--- config.mk ---
export PLATFORM = sky130hd
export DESIGN_NAME = hst_tx_pktq
export DESIGN_NICKNAME = d
export VERILOG_FILES = /design/src/rtl/hst_txq_pkg.sv /design/src/rtl/hst_txq_ring.sv /design/src/rtl/hst_txq_pktgen.sv /design/src/rtl/hst_tx_pktq.sv
export SDC_FILE = /design/constraint.sdc
export NUM_CORES = 1
export LEC_CHECK = 0
export ABC_AREA = 1
export BUFFER_PORTS_ARGS = -buffer_cell sky130_fd_sc_hd__buf_2
export CORE_MARGIN = 2
export CORE_UTILIZATION = 30
export CTS_CLUSTER_DIAMETER = 120
export DETAILED_ROUTE_END_ITERATION = 6
export HOLD_SLACK_MARGIN = 0.15
export PLACE_DENSITY = 0.49
export SETUP_SLACK_MARGIN = 0.05
export SYNTH_ARGS = -nofsm -noshare
export SYNTH_HDL_FRONTEND = slang
export SYNTH_HIERARCHICAL = 1
export SYNTH_SLANG_ARGS = --single-unit
--- constraint.sdc ---
create_clock -name clk -period 5.7 [get_ports clk]
set_input_delay 0.855 -clock clk [delete_from_list [all_inputs] [get_ports clk]]
set_output_delay 0.855 -clock clk [all_outputs]
set_load 0.005 [all_outputs]
--- src/rtl/hst_txq_pkg.sv ---
// Shared widths and the request entry layout for the host transmit queue.
package hst_txq_pkg;
    localparam int CHAN_W = 4;   // channel number width
    localparam int BCNT_W = 11;  // packet byte count width

    // One queued OUT request: channel and true byte count (no padding).
    typedef struct packed {
        logic [CHAN_W-1:0] chan;
        logic [BCNT_W-1:0] bytes;
    } txq_req_t;
endpackage

--- src/rtl/hst_txq_ring.sv ---
// Circular store with push, pop and a tail rewind.
// Assumes: the caller never pushes and rewinds in the same cycle, never
// pops when empty, never pushes when full, and the rewind amount is not
// larger than the number of stored entries.
module hst_txq_ring #(
    parameter int W      = 32,
    parameter int DEPTH  = 16,
    parameter int CNT_W  = $clog2(DEPTH + 1)
) (
    input  logic             clk,
    input  logic             rst_n,
    input  logic             push,
    input  logic [W-1:0]     push_data,
    input  logic             pop,
    input  logic             drop_en,
    input  logic [CNT_W-1:0] drop_n,
    output logic [W-1:0]     head,
    output logic [CNT_W-1:0] count
);
    localparam int PTR_W = (DEPTH > 1) ? $clog2(DEPTH) : 1;

    logic [W-1:0]     mem [DEPTH];
    logic [PTR_W-1:0] wr_ptr, rd_ptr, wr_ptr_nxt, rd_ptr_nxt;

    // Next pointers: wrap on increment; step back by drop_n on a rewind.
    always_comb begin
        int back;
        back       = int'(wr_ptr) - int'(drop_n);
        if (back < 0) back = back + DEPTH;
        if (drop_en)
            wr_ptr_nxt = PTR_W'(back);
        else if (push)
            wr_ptr_nxt = (int'(wr_ptr) == DEPTH - 1) ? '0 : wr_ptr + 1'b1;
        else
            wr_ptr_nxt = wr_ptr;
        if (pop)
            rd_ptr_nxt = (int'(rd_ptr) == DEPTH - 1) ? '0 : rd_ptr + 1'b1;
        else
            rd_ptr_nxt = rd_ptr;
    end

    // Storage write: data enters at the write pointer.
    always_ff @(posedge clk) begin
        if (push) mem[wr_ptr] <= push_data;
    end

    // Pointer and occupancy registers.
    always_ff @(posedge clk) begin
        if (!rst_n) begin
            wr_ptr <= '0;
            rd_ptr <= '0;
            count  <= '0;
        end else begin
            wr_ptr <= wr_ptr_nxt;
            rd_ptr <= rd_ptr_nxt;
            count  <= CNT_W'(int'(count) + int'(push) - int'(pop)
                             - (drop_en ? int'(drop_n) : 0));
        end
    end

    assign head = mem[rd_ptr];
endmodule

--- src/rtl/hst_txq_pktgen.sv ---
// Packet boundary tracker. It works out the current packet size from the
// remaining transfer bytes and the maximum packet size, counts the words of
// the partial packet, commits them with a request push on the completing
// word, rejects writes that cannot fit, and handles halt, load and
// zero-length triggers.
// Assumes: cfg_mps is nonzero, XFER_W >= BCNT_W, and one packet's words
// fit in FIFO_DEPTH.
module hst_txq_pktgen #(
    parameter int FIFO_DEPTH  = 16,
    parameter int QUEUE_DEPTH = 4,
    parameter int XFER_W      = 19,
    parameter int BCNT_W      = 11,
    parameter int CNT_W       = $clog2(FIFO_DEPTH + 1),
    parameter int QCNT_W      = $clog2(QUEUE_DEPTH + 1)
) (
    input  logic              clk,
    input  logic              rst_n,
    input  logic [BCNT_W-1:0] cfg_mps,
    input  logic [XFER_W-1:0] cfg_len,
    input  logic              xfer_load,
    input  logic              halt,
    input  logic              wr_valid,
    input  logic              zlp_trig,
    input  logic              dat_pop,
    input  logic [CNT_W-1:0]  fifo_cnt,
    input  logic [QCNT_W-1:0] q_cnt,
    output logic              wr_take,
    output logic              dat_take,
    output logic              req_push,
    output logic [BCNT_W-1:0] req_bytes,
    output logic              drop_en,
    output logic [CNT_W-1:0]  drop_n,
    output logic [CNT_W-1:0]  commit_cnt,
    output logic [CNT_W-1:0]  part_cnt,
    output logic [XFER_W-1:0] xfer_rem,
    output logic              ovf_err
);
    logic [BCNT_W-1:0] pkt_bytes;
    logic flush, fifo_full, q_full, completes, wr_bad, zlp_ok, zlp_bad, pkt_done;

    // Current packet size, fullness and the accept/reject decisions.
    always_comb begin
        int need;
        pkt_bytes = (xfer_rem < XFER_W'(cfg_mps)) ? BCNT_W'(xfer_rem) : cfg_mps;
        need      = (int'(pkt_bytes) + 3) / 4;
        flush     = halt || xfer_load;
        fifo_full = (int'(fifo_cnt) == FIFO_DEPTH);
        q_full    = (int'(q_cnt) == QUEUE_DEPTH);
        completes = (int'(part_cnt) + 1 == need);
        wr_take   = wr_valid && !flush && (xfer_rem != '0) && !fifo_full
                    && !(completes && q_full);
        wr_bad    = wr_valid && !flush && !wr_take;
        zlp_ok    = zlp_trig && !flush && (xfer_rem == '0) && !q_full;
        zlp_bad   = zlp_trig && !flush && (xfer_rem == '0) && q_full;
        pkt_done  = wr_take && completes;
    end

    assign req_push  = pkt_done || zlp_ok;
    assign req_bytes = zlp_ok ? '0 : pkt_bytes;
    assign drop_en   = flush;
    assign drop_n    = part_cnt;
    assign dat_take  = dat_pop && (commit_cnt != '0);

    // Partial and committed word counters.
    always_ff @(posedge clk) begin
        if (!rst_n) begin
            part_cnt   <= '0;
            commit_cnt <= '0;
        end else begin
            if (flush)        part_cnt <= '0;
            else if (wr_take) part_cnt <= completes ? '0 : part_cnt + 1'b1;
            commit_cnt <= CNT_W'(int'(commit_cnt)
                                 + (pkt_done ? int'(part_cnt) + 1 : 0)
                                 - int'(dat_take));
        end
    end

    // Remaining transfer bytes and the sticky rejection flag.
    always_ff @(posedge clk) begin
        if (!rst_n) begin
            xfer_rem <= '0;
            ovf_err  <= 1'b0;
        end else begin
            if (xfer_load)     xfer_rem <= cfg_len;
            else if (halt)     xfer_rem <= '0;
            else if (pkt_done) xfer_rem <= xfer_rem - XFER_W'(pkt_bytes);
            if (xfer_load)              ovf_err <= 1'b0;
            else if (wr_bad || zlp_bad) ovf_err <= 1'b1;
        end
    end
endmodule

--- src/rtl/hst_tx_pktq.sv ---
// Top of the host transmit queue: a word data ring, a request ring and the
// packet tracker. The consumer pops one request, then reads exactly
// ceil(bytes/4) data words.
// Assumes: the configuration inputs are stable while a transfer runs.
module hst_tx_pktq
    import hst_txq_pkg::*;
#(
    parameter int FIFO_DEPTH  = 16,
    parameter int QUEUE_DEPTH = 4,
    parameter int XFER_W      = 19,
    localparam int CNT_W      = $clog2(FIFO_DEPTH + 1),
    localparam int QCNT_W     = $clog2(QUEUE_DEPTH + 1)
) (
    input  logic              clk,
    input  logic              rst_n,
    input  logic [CHAN_W-1:0] cfg_chan,
    input  logic [BCNT_W-1:0] cfg_mps,
    input  logic [XFER_W-1:0] cfg_xfer_len,
    input  logic              xfer_load,
    input  logic              halt,
    input  logic              wr_valid,
    input  logic [31:0]       wr_data,
    input  logic              zlp_trig,
    output logic [CNT_W-1:0]  fifo_free,
    output logic [QCNT_W-1:0] queue_free,
    output logic              empty_irq,
    output logic              ovf_err,
    output logic [XFER_W-1:0] xfer_rem,
    output logic              req_valid,
    output logic [CHAN_W-1:0] req_chan,
    output logic [BCNT_W-1:0] req_bytes,
    input  logic              req_pop,
    output logic              dat_valid,
    output logic [31:0]       dat_word,
    input  logic              dat_pop
);
    localparam int REQ_W = $bits(txq_req_t);

    logic              wr_take, dat_take, req_push, drop_en;
    logic [CNT_W-1:0]  drop_n, commit_cnt, part_cnt, fifo_cnt;
    logic [QCNT_W-1:0] q_cnt;
    logic [BCNT_W-1:0] push_bytes;
    txq_req_t          push_req, head_req;
    logic [REQ_W-1:0]  head_raw;

    hst_txq_pktgen #(
        .FIFO_DEPTH(FIFO_DEPTH), .QUEUE_DEPTH(QUEUE_DEPTH),
        .XFER_W(XFER_W), .BCNT_W(BCNT_W)
    ) u_track (
        .clk(clk), .rst_n(rst_n), .cfg_mps(cfg_mps), .cfg_len(cfg_xfer_len),
        .xfer_load(xfer_load), .halt(halt), .wr_valid(wr_valid),
        .zlp_trig(zlp_trig), .dat_pop(dat_pop), .fifo_cnt(fifo_cnt),
        .q_cnt(q_cnt), .wr_take(wr_take), .dat_take(dat_take),
        .req_push(req_push), .req_bytes(push_bytes), .drop_en(drop_en),
        .drop_n(drop_n), .commit_cnt(commit_cnt), .part_cnt(part_cnt),
        .xfer_rem(xfer_rem), .ovf_err(ovf_err)
    );

    hst_txq_ring #(.W(32), .DEPTH(FIFO_DEPTH)) u_data (
        .clk(clk), .rst_n(rst_n), .push(wr_take), .push_data(wr_data),
        .pop(dat_take), .drop_en(drop_en), .drop_n(drop_n),
        .head(dat_word), .count(fifo_cnt)
    );

    assign push_req.chan  = cfg_chan;
    assign push_req.bytes = push_bytes;

    hst_txq_ring #(.W(REQ_W), .DEPTH(QUEUE_DEPTH)) u_reqs (
        .clk(clk), .rst_n(rst_n), .push(req_push), .push_data(push_req),
        .pop(req_pop && req_valid), .drop_en(1'b0), .drop_n('0),
        .head(head_raw), .count(q_cnt)
    );

    assign head_req   = head_raw;
    assign req_valid  = (q_cnt != '0);
    assign req_chan   = head_req.chan;
    assign req_bytes  = head_req.bytes;
    assign dat_valid  = (commit_cnt != '0);
    assign fifo_free  = CNT_W'(FIFO_DEPTH - int'(fifo_cnt));
    assign queue_free = QCNT_W'(QUEUE_DEPTH - int'(q_cnt));
    assign empty_irq  = (fifo_cnt == '0);
endmodule

==> results of run 1 <==
## critical path: cells and delay by family (launching register included)
| family | cells | cell delay [ns] |
|---|---|---|
| simple gates | 19 | 2.17 |
| buf+inv | 4 | 0.26 |
| fa+ha+maj | 5 | 1.93 |
| xor+xnor | 1 | 0.13 |
| flops | 1 | 0.40 |
## placed cells by master, fill, tap and decap left out, types with 8 or more instances in the layout
cell type                     n
sky130_fd_sc_hd__a21oi_1     56
sky130_fd_sc_hd__buf_12      12
sky130_fd_sc_hd__buf_2      151
sky130_fd_sc_hd__buf_4       37
sky130_fd_sc_hd__clkbuf_1     8
sky130_fd_sc_hd__clkbuf_16   76
sky130_fd_sc_hd__clkinv_1    27
sky130_fd_sc_hd__clkinv_2     9
sky130_fd_sc_hd__conb_1      11
sky130_fd_sc_hd__dfxtp_1     52
sky130_fd_sc_hd__edfxtp_1   572
sky130_fd_sc_hd__ha_1        57
sky130_fd_sc_hd__inv_1      206
sky130_fd_sc_hd__nand2_1    463
sky130_fd_sc_hd__nand2_2     14
sky130_fd_sc_hd__nand3_1    249
sky130_fd_sc_hd__nand4_1     26
sky130_fd_sc_hd__nor2_1     468
sky130_fd_sc_hd__nor2_4      19
sky130_fd_sc_hd__nor3_1       8
sky130_fd_sc_hd__o211ai_1    55
sky130_fd_sc_hd__o21ai_0    161
sky130_fd_sc_hd__o21ai_1     74
sky130_fd_sc_hd__o22ai_1     15
sky130_fd_sc_hd__xor2_1       8
## worst min path at each step
| stage | startpoint | end | slack, ns | cells after the start |
|---|---|---|---|---|
| final | cfg_chan[1] | u_reqs/mem[0][12] | 0.46 | 1 |
| after global routing | cfg_chan[0] | u_reqs/mem[3][11] | 0.42 | 1 |
| after CTS | cfg_chan[0] | u_reqs/mem[3][11] | 0.41 | 1 |
| after detailed placement | u_data/rd_ptr[3] | flip-flop | 0.47 | 1 |
| after global placement | u_data/rd_ptr[3] | flip-flop | 0.47 | 1 |
| after floorplan | u_data/rd_ptr[3] | flip-flop | 0.44 | 1 |
## power groups by stage
stage / clock (uW) / sequential (uW) / combinational [uW]
2_1_floorplan: 0 / 5300 / 2080
3_3_place_gp: 0 / 5380 / 2940
3_5_place_dp: 0 / 5380 / 2950
4_1_cts: 4880 / 5280 / 2960
5_1_grt: 5070 / 5290 / 3320
6_report: 4740 / 5280 / 2910
## final cells by class
type                            count  area share [%]
Antenna cell                        1         0.00756
Clock buffer                       84            5.84
Clock inverter                     53            1.59
Inverter                          217            2.50
Multi-Input combinational cell   1747            26.1
Sequential cell                   628            55.3
Tap cell                         1254            4.74
Timing Repair Buffer              200            3.85
## sequential cells by signal, summed over array words and instances (netlist names), named ones only
register / count
u_data/count: 5
u_data/wr_ptr: 4
u_track/commit_cnt: 5
u_reqs/mem: 60
u_data/mem: 512
u_reqs/wr_ptr: 2
u_track/drop_n: 5
u_reqs/count: 3
u_track/xfer_rem: 19
u_reqs/rd_ptr: 2
u_track/ovf_err: 1
u_data/rd_ptr: 4
## metrics by stage
step / power, uW / hold WS, ns / setup slack [ns] / std cells / util (%)
after global routing: 13700 / 0.416 / 0.193 / 4183 / 35.4
after global placement: 8320 / 0.472 / 0.237 / 4046 / 32.8
after floorplan: 7390 / 0.436 / 0.507 / 2722 / -
after CTS: 13100 / 0.410 / 0.689 / 4183 / 35.4
final: 12900 / 0.455 / 0.706 / 4184 / 35.4
after detailed placement: 8320 / 0.470 / 0.152 / 4046 / 32.8
## per-layer routing
| layer | wire [um] | vias up |
|---|---|---|
| met5 | 55 | - |
| met2 | 36400 | 358 |
| met1 | 35200 | 9434 |
| met4 | 1390 | 8 |
| met3 | 3170 | 111 |
| li1 | - | 9635 |
==> impl_results.rst, run 1 <==
.. list-table::
   :header-rows: 1

   * - Metric
     - Value
   * - Register share of total power
     - roughly two fifths
   * - Syn Std Cell Area
     - ~0.028 mm2
   * - Static Leakage
     - around 0.013 uW
   * - Setup tns final
     - 0 ns
   * - Clk Latency, worst-skew pair
     - 0.64 ns
   * - Cell Pwr Density
     - just under 400 mW/mm2
   * - I/O Buffers
     - 151
   * - Yosys Warn Count
     - 6
   * - Clk pwr share
     - 36.7%
   * - # IOs
     - 152
   * - Worst-case clock skew
     - 0.0243 ns
   * - Average cell area after synthesis
     - approximately 10 um2
   * - Data arrival, critical path
     - between 5 and 6 ns
   * - Die Width
     - roughly 310 um
   * - Final std cell area, no fill
     - 0.0331 mm2
   * - Detailed-route DRC error count
     - 0
   * - Start point of the critical path
     - u_track/xfer_rem[6]
   * - Wire length of the first global-routing pass
     - 116000 um
   * - Switching Fraction
     - between 30% and 40%
   * - Total net switching power
     - 4000 uW
   * - Highest-utilization routing layer at the global route stage
     - met2
   * - Storage element area
     - between 0.015 and 0.02 mm2
   * - Buffers inserted by post-CTS timing repair
     - 0
   * - 1st-pass router iterations
     - 5
   * - Startpoint type of the worst setup path
     - flip-flop
   * - Number of maximum-capacitance violations
     - 0
   * - Period Utilization, post-route
     - 87.6%
   * - Placed cell areas
     - between 0.03 and 0.04 mm2
   * - Area of combinational cells with multiple inputs
     - ~0.0086 mm2
   * - Final ANT Viol Nets
     - 0
   * - Clock tree from TritonCTS
     - yes
   * - Placed wire-length estimate after detailed placement
     - approximately 43000 um
   * - Cts hold-fix bufs
     - 0
   * - Initial Util
     - between 30% and 40%
   * - Clk slew on worst S/H paths
     - roughly 0.06 ns
   * - Met2 usage
     - about 26%
   * - RePlAce Congestion
     - approximately 0.84
   * - Total Routed Length
     - 76200 um
   * - Relative contribution of combinational cells to total power
     - 22.5%
   * - Critical-path maximum fanout
     - 24
   * - Via count of the first global-routing pass
     - 18600
   * - Met3 track demand over resource
     - under 10%
   * - Vias per inst
     - 4.67
   * - Crit Reg-Reg Startpoint
     - u_track/xfer_rem[6]
   * - Row cnt
     - about 110
   * - Setup crit end
     - u_data/count[3]
   * - Maximum count of clock buffers along a single path
     - 3
   * - TritonCTS buffer count
     - between 70 and 80
   * - Timing-limited maximum frequency
     - approximately 200 MHz
   * - Largest stage delay on the critical path
     - between 0.5 and 0.6 ns
   * - R2R Path End
     - u_data/count[3]
   * - Number of antenna violations at the first check in global routing
     - 10
   * - Total Nets Final
     - approximately 3000
   * - Number of max-slew violations in the final report
     - 0
   * - Setup repair after global routing missed its margin
     - false
   * - Fraction of layout instances using a drive strength above 1
     - 12.8%
   * - Cell with the most instances on the worst path
     - sky130_fd_sc_hd__nand2_1
   * - Area Overhead vs Synth
     - 16.9%
   * - Type of the tightest min-delay check
     - in -> reg
   * - Category of the worst setup path capture point
     - flip-flop
   * - Overall die height
     - around 310 um
   * - Reg2Reg Setup Slack
     - ~0.7 ns
   * - Met1 usage in global routing
     - approximately a fifth
   * - Average wire per standard cell
     - 18.2 um
   * - Number of instances in the synthesized netlist
     - 2712
   * - Run status
     - completed
   * - Count of routing violations after the opening detailed-route iteration
     - approximately 1300
   * - Placeable core region
     - roughly 0.093 mm2
   * - VDD IR max
     - 0.213 mV
   * - Number of levels the H-tree was split into
     - 3
   * - Total Die Area
     - ~0.097 mm2
   * - Fin crit period
     - 4.99 ns
   * - WS Path Type
     - reg -> reg
   * - GRT Resource Usage Total
     - roughly 16%
   * - Final count of negative-setup-slack endpoints
     - 0
   * - Total global routing overflow
     - 0
   * - Worst rel slew slack
     - between 20% and 30%
   * - Register-to-Register Path Depth
     - 29
   * - Largest net degree at the start of global routing
     - slightly below 200
   * - Via count
     - 19500
   * - Root cell of the clock tree
     - sky130_fd_sc_hd__clkbuf_16
   * - Data required time of the critical path
     - 6.21 ns
   * - Standard cell with the maximum stage delay on the critical path
     - sky130_fd_sc_hd__fa_1
   * - Number of hold-slack violations in the final timing report
     - 0
   * - Fillcell total
     - about 9400
   * - Internal power
     - 8940 uW
   * - Tightest Pin Transition
     - 1.14 ns
   * - Gates resized, CTS repair
     - 0
   * - Clock sinks
     - between 600 and 700
(Power assumes the default switching activity.)
==> run 2, diff against run 1 <==
--- a/config.mk
+++ b/config.mk
@@ -16,5 +16,4 @@
 export SETUP_SLACK_MARGIN = 0.05
 export SYNTH_ARGS = -nofsm -noshare
 export SYNTH_HDL_FRONTEND = slang
-export SYNTH_HIERARCHICAL = 1
 export SYNTH_SLANG_ARGS = --single-unit
==> constraint.sdc (replaced) <==
create_clock -name clk -period 5.7 [get_ports clk]
set_input_delay 0.57 -clock clk [delete_from_list [all_inputs] [get_ports clk]]
set_output_delay 0.57 -clock clk [all_outputs]
set_load 0.005 [all_outputs]
==> impl_results.rst, run 2 <==
.. list-table::
   :header-rows: 1

   * - Metric
     - Value
   * - Run status
     - completed (unchanged)
   * - Post-synth cell types
     - 46
   * - Cell with the most instances on the worst path
     - sky130_fd_sc_hd__nand2_1 (unchanged)
   * - Static Leakage
     - 0.0120 uW (was 0.0125 uW)
   * - 1st-pass router iterations
     - 5 (unchanged)
   * - Placed wire-length estimate after detailed placement
     - 45400 um (was 42800 um)
   * - Setup tns final
     - 0 ns (unchanged)
   * - Number of hold-slack violations in the final timing report
     - 0 (unchanged)
   * - Number of max-slew violations in the final report
     - 0 (unchanged)
   * - Syn Std Cell Area
     - 0.0278 mm2 (was 0.0283 mm2)
   * - Vias per inst
     - 4.84 (was 4.67)
   * - Final core utilization
     - 35.7% (was 35.4%)
   * - Number of flip-flops in the largest register
     - 512 (unchanged)
   * - GRT Resource Usage Total
     - 15.5% (about the same)
   * - Total global routing overflow
     - 0 (unchanged)
   * - Number of synthesized register bits
     - about 630
   * - Detailed-route DRC error count
     - 0 (unchanged)
   * - Total Routed Length
     - 74300 um (was 76200 um)
   * - Post-synthesis adder-cell area fraction
     - under 10%
   * - Data arrival, critical path
     - 5.33 ns (was 5.50 ns)
   * - Top cell type's share of synthesized area
     - 61.8%
   * - Gates resized, CTS repair
     - 0 (unchanged)
   * - RePlAce Congestion
     - 0.816 (was 0.841)
   * - Placeable core region
     - 0.0917 mm2 (was 0.0933 mm2)
   * - Root cell of the clock tree
     - sky130_fd_sc_hd__clkbuf_16 (unchanged)
   * - Setup repair after global routing missed its margin
     - false (unchanged)
   * - Relative contribution of combinational cells to total power
     - 22.1% (was 22.5%)
   * - Largest stage delay on the critical path
     - 0.53 ns (about the same)
   * - WS Path Type
     - reg -> reg (unchanged)
   * - VDD IR max
     - 0.204 mV (was 0.213 mV)
   * - Fraction of layout instances using a drive strength above 1
     - 14.5% (was 12.8%)
   * - Cell types with the largest area share after synthesis
     - sky130_fd_sc_hd__edfxtp_1, sky130_fd_sc_hd__mux2i_1, sky130_fd_sc_hd__dfxtp_1
   * - Worst-case clock skew
     - 0.0261 ns (was 0.0243 ns)
   * - Type of the tightest min-delay check
     - in -> reg (unchanged)
   * - Number of maximum-capacitance violations
     - 0 (unchanged)
   * - Via count
     - 18200 (was 19500)
   * - Number of enable flip-flop cells after synthesis
     - around 570
   * - Dominant combinational cell family by area after synthesis
     - compound AO/OA/AOI/OAI gates
   * - Total Die Area
     - 0.0950 mm2 (was 0.0968 mm2)
   * - Compound-gate portion of the synthesized area
     - a little under an eighth
   * - TritonCTS buffer count
     - 74 (unchanged)
   * - Clk pwr share
     - 37.0% (was 36.7%)
   * - Total Nets Final
     - 2652 (was 3006)
   * - Syn nets
     - about 2500
   * - Final ANT Viol Nets
     - 0 (unchanged)
   * - Average cell area after synthesis
     - 11.8 um2 (was 10.4 um2)
   * - Period Utilization, post-route
     - 84.9% (was 87.6%)
   * - Row cnt
     - 111 (was 112)
   * - Startpoint type of the worst setup path
     - flip-flop (unchanged)
   * - Overall die height
     - 308 um (was 311 um)
   * - Largest Register
     - u_data.mem (was u_data/mem)
   * - Clk Latency, worst-skew pair
     - 0.62 ns (was 0.64 ns)
   * - Share of synthesized area spent on multiplexers
     - between 4 and 5%
   * - Internal power
     - 9100 uW (was 8940 uW)
   * - Register share of total power
     - 40.9% (was 40.8%)
   * - Number of instances in the synthesized netlist
     - 2360 (was 2712)
   * - Wire length of the first global-routing pass
     - 111000 um (was 116000 um)
   * - Highest-count cells in the layout ignoring fill and taps
     - sky130_fd_sc_hd__edfxtp_1, sky130_fd_sc_hd__nand2_1, sky130_fd_sc_hd__inv_1 (was sky130_fd_sc_hd__edfxtp_1, sky130_fd_sc_hd__nor2_1, sky130_fd_sc_hd__nand2_1)
   * - Fin crit period
     - 4.84 ns (was 4.99 ns)
   * - # IOs
     - 152 (unchanged)
   * - Clk slew on worst S/H paths
     - 0.06 ns (about the same)
   * - Dominant cell type by area after synthesis
     - sky130_fd_sc_hd__edfxtp_1
   * - Tightest Pin Transition
     - 1.15 ns (was 1.14 ns)
   * - Number of levels the H-tree was split into
     - 3 (unchanged)
   * - Largest net degree at the start of global routing
     - 71 (was 198)
   * - Sequential area share after synthesis
     - between 60 and 70%
   * - Category of the worst setup path capture point
     - flip-flop (unchanged)
   * - WHS
     - 0.291 ns (was 0.455 ns)
   * - Simple-gate share of the synthesized area
     - a little under a tenth
   * - Dominant synthesized flop cell
     - sky130_fd_sc_hd__edfxtp_1
   * - Standard cell with the maximum stage delay on the critical path
     - sky130_fd_sc_hd__dfxtp_1 (was sky130_fd_sc_hd__fa_1)
   * - Cell Pwr Density
     - 398 mW/mm2 (was 391 mW/mm2)
   * - Commonest non-fill, non-tap cell in the layout
     - sky130_fd_sc_hd__edfxtp_1 (unchanged)
   * - Cell count of the worst hold path
     - 5 (was 1)
   * - Total net switching power
     - 3950 uW (was 4000 uW)
   * - Timing-limited maximum frequency
     - 207 MHz (was 200 MHz)
   * - Clock sinks
     - 628 (unchanged)
   * - Xor and xnor fraction of the mapped netlist area
     - less than 1%
   * - Yosys Warn Count
     - 0 (was 6)
   * - Initial Util
     - 30.3% (about the same)
   * - Die Width
     - 308 um (was 311 um)
   * - Data required time of the critical path
     - 6.19 ns (was 6.21 ns)
   * - Fraction of registers with async set or reset after synthesis
     - 0%
   * - Number of antenna violations at the first check in global routing
     - 5 (was 10)
   * - Average wire per standard cell
     - 19.7 um (was 18.2 um)
   * - Register-to-Register Path Depth
     - 30 (was 29)
   * - Largest registers ranked by flip-flop count
     - u_data.mem (512), u_reqs.mem (60), u_track.xfer_rem (19) (was u_data/mem (512), u_reqs/mem (60), u_track/xfer_rem (19))
   * - Critical-path maximum fanout
     - 19 (was 24)
   * - Maximum count of clock buffers along a single path
     - 3 (unchanged)
   * - Count of routing violations after the opening detailed-route iteration
     - 1317 (was 1318)
   * - I/O Buffers
     - 151 (unchanged)
   * - Switching Fraction
     - 30.2% (was 30.9%)
   * - Most instantiated cells after synthesis
     - sky130_fd_sc_hd__edfxtp_1, sky130_fd_sc_hd__nand2_1, sky130_fd_sc_hd__inv_1
   * - Final count of negative-setup-slack endpoints
     - 0 (unchanged)
   * - Area Overhead vs Synth
     - 17.9% (was 16.9%)
   * - Clock tree from TritonCTS
     - yes (unchanged)
   * - Via count of the first global-routing pass
     - 17800 (was 18600)
   * - Worst rel slew slack
     - 23.5% (was 24.2%)
   * - Most used standard cell by instance count after synthesis
     - sky130_fd_sc_hd__edfxtp_1
[run 2: worst paths after layout]
check                                        endpoint  slack [ns]           startpoint
worst max-delay path            u_track.commit_cnt[4]        0.86  u_track.xfer_rem[3]
worst min-delay path              u_track.xfer_rem[0]        0.29      cfg_xfer_len[0]
worst max register to register  u_track.commit_cnt[4]        0.86  u_track.xfer_rem[3]
worst min register to register              flip-flop        0.49     u_data.rd_ptr[1]
[run 2: kinds of logic after synthesis]
family | count (synthesis)
adder cells (fa/ha/maj) | 64
flip-flops | 628
AO/OA/AOI/OAI | 553
multiplexers | 128
AND/OR/NAND/NOR | 577
buffers and inverters | 394
XOR/XNOR | 16
[run 2: power by group through the flow]
stage	Sequential, uW	Combinational [uW]	Clock [uW]
CTS	5350	2940	4940
global route	5360	3270	5130
finish	5340	2880	4820
global placement	5440	2910	0
floorplan	5290	2010	0
detailed placement	5440	2920	0
[run 2: what timing repair did]
item,in CTS,in global routing
setup buffers,0,0
endpoints found under the hold margin,16,0
hold buffers,4,0
[run 2: metal layers]
metal	vias up	routed length (um)	track usage, %
met5	-	54	0
met4	8	1880	5.12
met3	124	3920	2.80
met2	436	34600	25.1
met1	8896	33900	20.9
li1	8757	-	-
[run 2: cell type report]
| cell class | instances | area [um2] |
|---|---|---|
| Clock inverter | 55 | 589 |
| Inverter | 272 | 1030 |
| Multi-Input combinational cell | 1338 | 8080 |
| Clock buffer | 82 | 1930 |
| Fill cell | 8960 | 58900 |
| Antenna cell | 2 | 5.00 |
| Sequential cell | 628 | 18300 |
| Timing Repair Buffer | 200 | 1320 |
| Tap cell | 1186 | 1480 |
[run 2: through the flow]
step	cells	total power (uW)	instance area (um2)	setup slack [ns]
2_1_floorplan	2360	7300	27800	1.22
3_3_place_gp	3620	8350	30200	0.626
4_1_cts	3761	13200	32700	0.847
3_5_place_dp	3620	8370	30200	0.627
5_1_grt	3761	13800	32700	0.330
6_report	3763	13000	32700	0.860
[run 2: worst max-delay path: cells and delay by family, from the launching register on]
| family | cells | cell delay (ns) |
|---|---|---|
| flops | 1 | 0.53 |
| fa+ha+maj | 3 | 1.01 |
| xor+xnor | 1 | 0.17 |
| simple gates | 21 | 2.65 |
| compound gates | 1 | 0.06 |
| buf+inv | 4 | 0.32 |
